--- src/rtl/alu_flag_unit.sv ---
module alu_flag_unit (
  input  logic        clk,
  input  logic        rst_n,
  input  logic        op_valid,
  input  logic [2:0]  op_code,
  input  logic        wide,
  input  logic [15:0] src_a,
  input  logic [15:0] src_b,
  input  logic        trap_we,
  input  logic        trap_d,
  input  logic        dir_we,
  input  logic        dir_d,
  input  logic        int_set,
  input  logic        int_clr,
  output logic [15:0] result,
  output logic [8:0]  flags_q
);
  logic [15:0] a_m, b_m;
  logic [16:0] sum_x, dif_x;
  logic [5:0]  stat_c;
  logic        is_sub, is_logic, legal;
  logic        a_s, b_s, r_s, cy, aux, ovf;

  assign a_m   = wide ? src_a : {8'h00, src_a[7:0]};
  assign b_m   = wide ? src_b : {8'h00, src_b[7:0]};
  assign sum_x = {1'b0, a_m} + {1'b0, b_m};
  assign dif_x = {1'b0, a_m} - {1'b0, b_m};

  assign is_sub   = (op_code == 3'd1);
  assign is_logic = (op_code == 3'd2) || (op_code == 3'd3) || (op_code == 3'd4);
  assign legal    = (op_code <= 3'd4);

  always_comb begin
    case (op_code)
      3'd0:    result = wide ? sum_x[15:0] : {8'h00, sum_x[7:0]};
      3'd1:    result = wide ? dif_x[15:0] : {8'h00, dif_x[7:0]};
      3'd2:    result = a_m & b_m;
      3'd3:    result = a_m | b_m;
      3'd4:    result = a_m ^ b_m;
      default: result = 16'h0000;
    endcase
  end

  assign a_s = wide ? a_m[15] : a_m[7];
  assign b_s = wide ? b_m[15] : b_m[7];
  assign r_s = wide ? result[15] : result[7];

  assign cy  = is_sub ? (wide ? dif_x[16] : dif_x[8]) : (wide ? sum_x[16] : sum_x[8]);
  assign aux = a_m[4] ^ b_m[4] ^ result[4];
  assign ovf = is_sub ? ((a_s != b_s) && (r_s != a_s)) : ((a_s == b_s) && (r_s != a_s));

  assign stat_c = {ovf & ~is_logic, r_s, (result == 16'h0000),
                   aux & ~is_logic, ~^result[7:0], cy & ~is_logic};

  always_ff @(posedge clk or negedge rst_n) begin
    if (!rst_n) begin
      flags_q <= '0;
    end else begin
      if (op_valid && legal) flags_q[5:0] <= stat_c;
      if (trap_we)           flags_q[6]   <= trap_d;
      if (int_clr)           flags_q[7]   <= 1'b0;
      else if (int_set)      flags_q[7]   <= 1'b1;
      if (dir_we)            flags_q[8]   <= dir_d;
    end
  end
endmodule

--- config.mk ---
export PLATFORM = sky130hd
export DESIGN_NAME = alu_flag_unit
export DESIGN_NICKNAME = d
export VERILOG_FILES = /design/src/rtl/alu_flag_unit.sv
export SDC_FILE = /design/constraint.sdc
export NUM_CORES = 1
export LEC_CHECK = 0
export CORE_MARGIN = 2
export CORE_UTILIZATION = 26
export CTS_BUF_LIST = sky130_fd_sc_hd__clkbuf_8
export CTS_CLUSTER_SIZE = 8
export DETAILED_ROUTE_END_ITERATION = 8
export SLEW_MARGIN = 25
export SYNTH_ARGS = -nofsm -noshare
export SYNTH_HDL_FRONTEND = slang
export SYNTH_SLANG_ARGS = --single-unit
--- constraint.sdc ---
create_clock -name clk -period 8.6 [get_ports clk]
set_input_delay 1.72 -clock clk [delete_from_list [all_inputs] [get_ports clk]]
set_output_delay 1.72 -clock clk [all_outputs]
set_load 0.05 [all_outputs]
==> summary.log <==
[sta] final cycle utilization of the critical path 88.6%
[setup_path] worst endpoint required time 6880 ps
[sta] upper clock frequency limit 131 MHz
[setup_path] library cell appearing most often on the critical path sky130_fd_sc_hd__clkdlybuf4s50_1
[detailed_routing] detailed-route via count 3584
[setup_path] type of the worst setup path in2out
[setup_path] Critical Path, Cell by Cell clkdlybuf4s50_1 -> nand2_1 -> ha_1 -> inv_1 -> a21o_1 -> o21ai_0 -> a31oi_1 -> or4_1 -> a21oi_1 -> clkdlybuf4s50_1
[setup_path] Crit Path Max Fanout 9
[grt] final global-route overflow total 0
[floorplan] core box area 12100 sq um
[floorplan] Initial Utilization 26.7%
[grt] wire length of the first global-routing pass 17.2 mm
[detailed_routing] Post-Route WL 10.8 mm
[clocking] CTS hold repair buffers 0
[detailed_routing] violation count after the first detailed-route iteration 220
[grt] Overall Global Routing Usage 15.9%
[setup_path] cell at the slowest stage of the critical path sky130_fd_sc_hd__clkdlybuf4s50_1
[floorplan] Die Ht 115 um
[logic_synthesis] share of flip-flops with an asynchronous set or reset after synthesis 100%
[sta] setup repair after global routing missed its margin false
[logic_synthesis] count of flip-flops with a built-in enable after synthesis 0
[power] leakage power of the design 0.00185 uW
[grt] number of antenna violations at the first check in global routing 0
[logic_synthesis] area share of the leading cell type in the synthesized netlist 22.6%
[setup_path] arrival time at the worst endpoint 5900 ps
[layout] Area Overhead vs Synth 27.7%
[detailed_routing] total DRC errors in the routed layout 0
[sta] post-layout minimum cycle time 7620 ps
[outcome] status complete, no violations
[setup_path] Crit. End Element primary output
[setup_path] r2r setup slk 7860 ps
[flow_run] Max Cap Violations 0
[detailed_routing] Detailed Routing Iterations Pass 1 5
[setup_path] kind of cell with the highest combined delay on the critical path buffers and inverters
[logic_synthesis] area leader, netlist sky130_fd_sc_hd__ha_1
[clocking] total number of clock tree sinks 9
[setup_path] count of cells along the worst register-to-register path 1
[placement] Routability Congestion 0.818
[logic_synthesis] ranking of synthesized cells by area sky130_fd_sc_hd__ha_1, sky130_fd_sc_hd__dfrtp_1, sky130_fd_sc_hd__inv_1
[detailed_routing] average wire per cell in the routed design 15.6 um
[layout] net count of the finished layout 629
[setup_path] slowest stage delay, CP 880 ps
[clocking] CTS clock-pin slew for the worst setup and hold paths 50 ps
[detailed_routing] Routed Antenna Nets 0
[clocking] CTS tree built
[setup_path] worst reg2reg endpoint flags_q[6]$_DFFE_PN0P_
[grt] number of global-route vias before repair 3371
[sta] accumulated negative setup slack 0 ps
[layout] number of flip-flops in the largest register 9
[clocking] Post-CTS Repair Setup Buffers 0
[setup_path] Critical Path Stages 10
[logic_synthesis] post-synthesis cell type count 73
[floorplan] number of top-level design ports 70
[placement] total half-perimeter wirelength after legalization and detailed placement 8.76 mm
[power] PwrDens 98.4 nW/um^2
[setup_path] nature of the critical path startpoint input port
[sta] number of failing hold endpoints at the final stage 0
[grt] pin count of the biggest net entering global routing 39
[placement] count of buffers inserted at the top-level ports 69
[sta] worst rel slew slack 37.1%
[sta] number of endpoints failing setup at the final stage 0
[clocking] master cell of the clock root buffer sky130_fd_sc_hd__clkbuf_8
[hold_path] worst hold path stage count 2
[logic_synthesis] post-synthesis instance total 465
[logic_synthesis] Yosys Warn Count 0
[clocking] deepest level of the CTS H-tree 1
[floorplan] horizontal die dimension 115 um
[logic_synthesis] number of nets in the synthesized netlist 570
[clocking] number of gates resized after CTS 0
[logic_synthesis] post-synthesis sequential area ratio 7.00%
[layout] utilization of the core after routing 34.1%
[layout] ratio of cells with drive above 1 in the final layout 5.16%
[sta] clock skew 0 ps
[clocking] latest clock arrival within the worst-skew pair 230 ps
[floorplan] area of the die 13300 sq um
[clocking] Clock Path Buffers 2
[sta] max-slew violation total from the final report 0
[sta] measured slew at the worst slew-check pin 940 ps
[logic_synthesis] count of state elements after synthesis 9
[detailed_routing] vias per cell 5.19
[floorplan] FP Rows 40
[logic_synthesis] post-synthesis area per instance 6.92 sq um
[logic_synthesis] dominant register cell in the synthesized netlist sky130_fd_sc_hd__dfrtp_1
[hold_path] classification of the worst-slack hold path reg2reg
[setup_path] critical path capture point result[15]
[setup_path] Critical Path Source wide
[layout] diode insertion count for antenna repair 0
[power] maximum resistive drop on vdd 45.1 uV
[logic_synthesis] netlist area before placement 3220 sq um
[clocking] cts bufs inserted 3
[layout] register bank with the most flops flags_q
[setup_path] worst reg2reg startpoint flags_q[6]$_DFFE_PN0P_
[setup_path] buffering stage count on the worst path with inverters included 3
[layout] registers with the most flip-flops flags_q (9)
==> cell usage after synthesis (3+ instances only) <==
library cell,count
sky130_fd_sc_hd__o21ai_0,27
sky130_fd_sc_hd__nor3_1,16
sky130_fd_sc_hd__xnor2_1,6
sky130_fd_sc_hd__buf_2,8
sky130_fd_sc_hd__nand2b_1,10
sky130_fd_sc_hd__a211o_1,3
sky130_fd_sc_hd__inv_1,57
sky130_fd_sc_hd__nand3_1,8
sky130_fd_sc_hd__nor2_1,42
sky130_fd_sc_hd__o211ai_1,15
sky130_fd_sc_hd__a21o_1,3
sky130_fd_sc_hd__a21oi_1,28
sky130_fd_sc_hd__dfrtp_1,9
sky130_fd_sc_hd__or3_1,4
sky130_fd_sc_hd__o2111ai_1,5
sky130_fd_sc_hd__o311ai_0,4
sky130_fd_sc_hd__mux2i_1,4
sky130_fd_sc_hd__nor2b_1,5
sky130_fd_sc_hd__and2_1,8
sky130_fd_sc_hd__a211oi_1,10
sky130_fd_sc_hd__xor2_1,4
sky130_fd_sc_hd__ha_1,58
sky130_fd_sc_hd__o21a_1,4
sky130_fd_sc_hd__clkbuf_1,10
sky130_fd_sc_hd__nand2_1,54
==> worst min-delay path, cell delays in order, from the launching register on <==
cell and delay [ps]:
sky130_fd_sc_hd__dfrtp_1 340, sky130_fd_sc_hd__nand2_1 50, sky130_fd_sc_hd__o21ai_0 60
==> report_power, final <==
group	switching (uW)	internal [uW]	total, uW
logic	187	116	303
clock network	17.7	31.7	49.4
registers	3.24	48.6	51.9
total	208	196	404
==> metrics by stage <==
step           cells  power (uW)  hold slack [ps]  setup slack [ps]  area (sq um)
4_1_cts          691         406              495              1060          4110
3_5_place_dp     687         354              484              1070          4060
3_3_place_gp     687         350              469              1050          4060
5_1_grt          691         436              540               777          4110
6_report         691         404              487               982          4110
2_1_floorplan    465         255              755              1470          3220
==> cells in the final DEF, fill, tap and decap left out, types with 5 or more instances in the layout <==
cell,instances
sky130_fd_sc_hd__o2111ai_1,5
sky130_fd_sc_hd__inv_1,57
sky130_fd_sc_hd__buf_4,5
sky130_fd_sc_hd__a211oi_1,10
sky130_fd_sc_hd__and2_1,8
sky130_fd_sc_hd__nor3_1,16
sky130_fd_sc_hd__nand2_1,54
sky130_fd_sc_hd__dfrtp_1,9
sky130_fd_sc_hd__nand2b_1,10
sky130_fd_sc_hd__nor2_1,42
sky130_fd_sc_hd__ha_1,58
sky130_fd_sc_hd__xnor2_1,6
sky130_fd_sc_hd__o21ai_0,27
sky130_fd_sc_hd__nand3_1,8
sky130_fd_sc_hd__nor2b_1,5
sky130_fd_sc_hd__clkdlybuf4s50_1,69
sky130_fd_sc_hd__a21oi_1,28
sky130_fd_sc_hd__o211ai_1,15
==> final cells by class <==
| cell class | instances | area [sq um] |
|---|---|---|
| fillers | 1317 | 7950 |
| multi-input cells | 378 | 2680 |
| repair buffers | 74 | 728 |
| flip-flops and latches | 9 | 225 |
| inverters | 58 | 218 |
| well taps | 168 | 210 |
| clock buffers | 3 | 41.3 |
| clock inverters | 1 | 5.00 |
==> layer usage <==
metal  part of all wire [%]  global-route usage (%)  vias to the layer above
li1                       -                       -                     1756
met1                     48                    22.5                     1673
met2                     45                    26.5                      140
met4                    1.1                    3.05                        0
met5                      0                       0                        -
met3                    5.7                    1.27                       15
==> logic make-up (layout without fill, tap and decap cells) <==
kind of cell / Yosys count / in the layout / share of synthesized area [%]
AO/OA/AOI/OAI: 132 / 132 / 28.7
XOR/XNOR: 10 / 10 / 2.72
adder cells (fa/ha/maj): 60 / 60 / 23.8
buffers and inverters: 78 / 136 / 9.65
flip-flops: 9 / 9 / 7.00
multiplexers: 7 / 7 / 2.64
AND/OR/NAND/NOR: 169 / 169 / 25.5
==> how the worst min path moves through the flow <==
stage                           start                      to
6_report       flags_q[5]$_DFFE_PN0P_  flags_q[5]$_DFFE_PN0P_
4_1_cts        flags_q[5]$_DFFE_PN0P_  flags_q[5]$_DFFE_PN0P_
3_3_place_gp   flags_q[5]$_DFFE_PN0P_  flags_q[5]$_DFFE_PN0P_
5_1_grt        flags_q[7]$_DFFE_PN0P_  flags_q[7]$_DFFE_PN0P_
3_5_place_dp   flags_q[7]$_DFFE_PN0P_  flags_q[7]$_DFFE_PN0P_
2_1_floorplan  flags_q[5]$_DFFE_PN0P_  flags_q[5]$_DFFE_PN0P_
No activity file was read; power rests on OpenSTA's default activity.
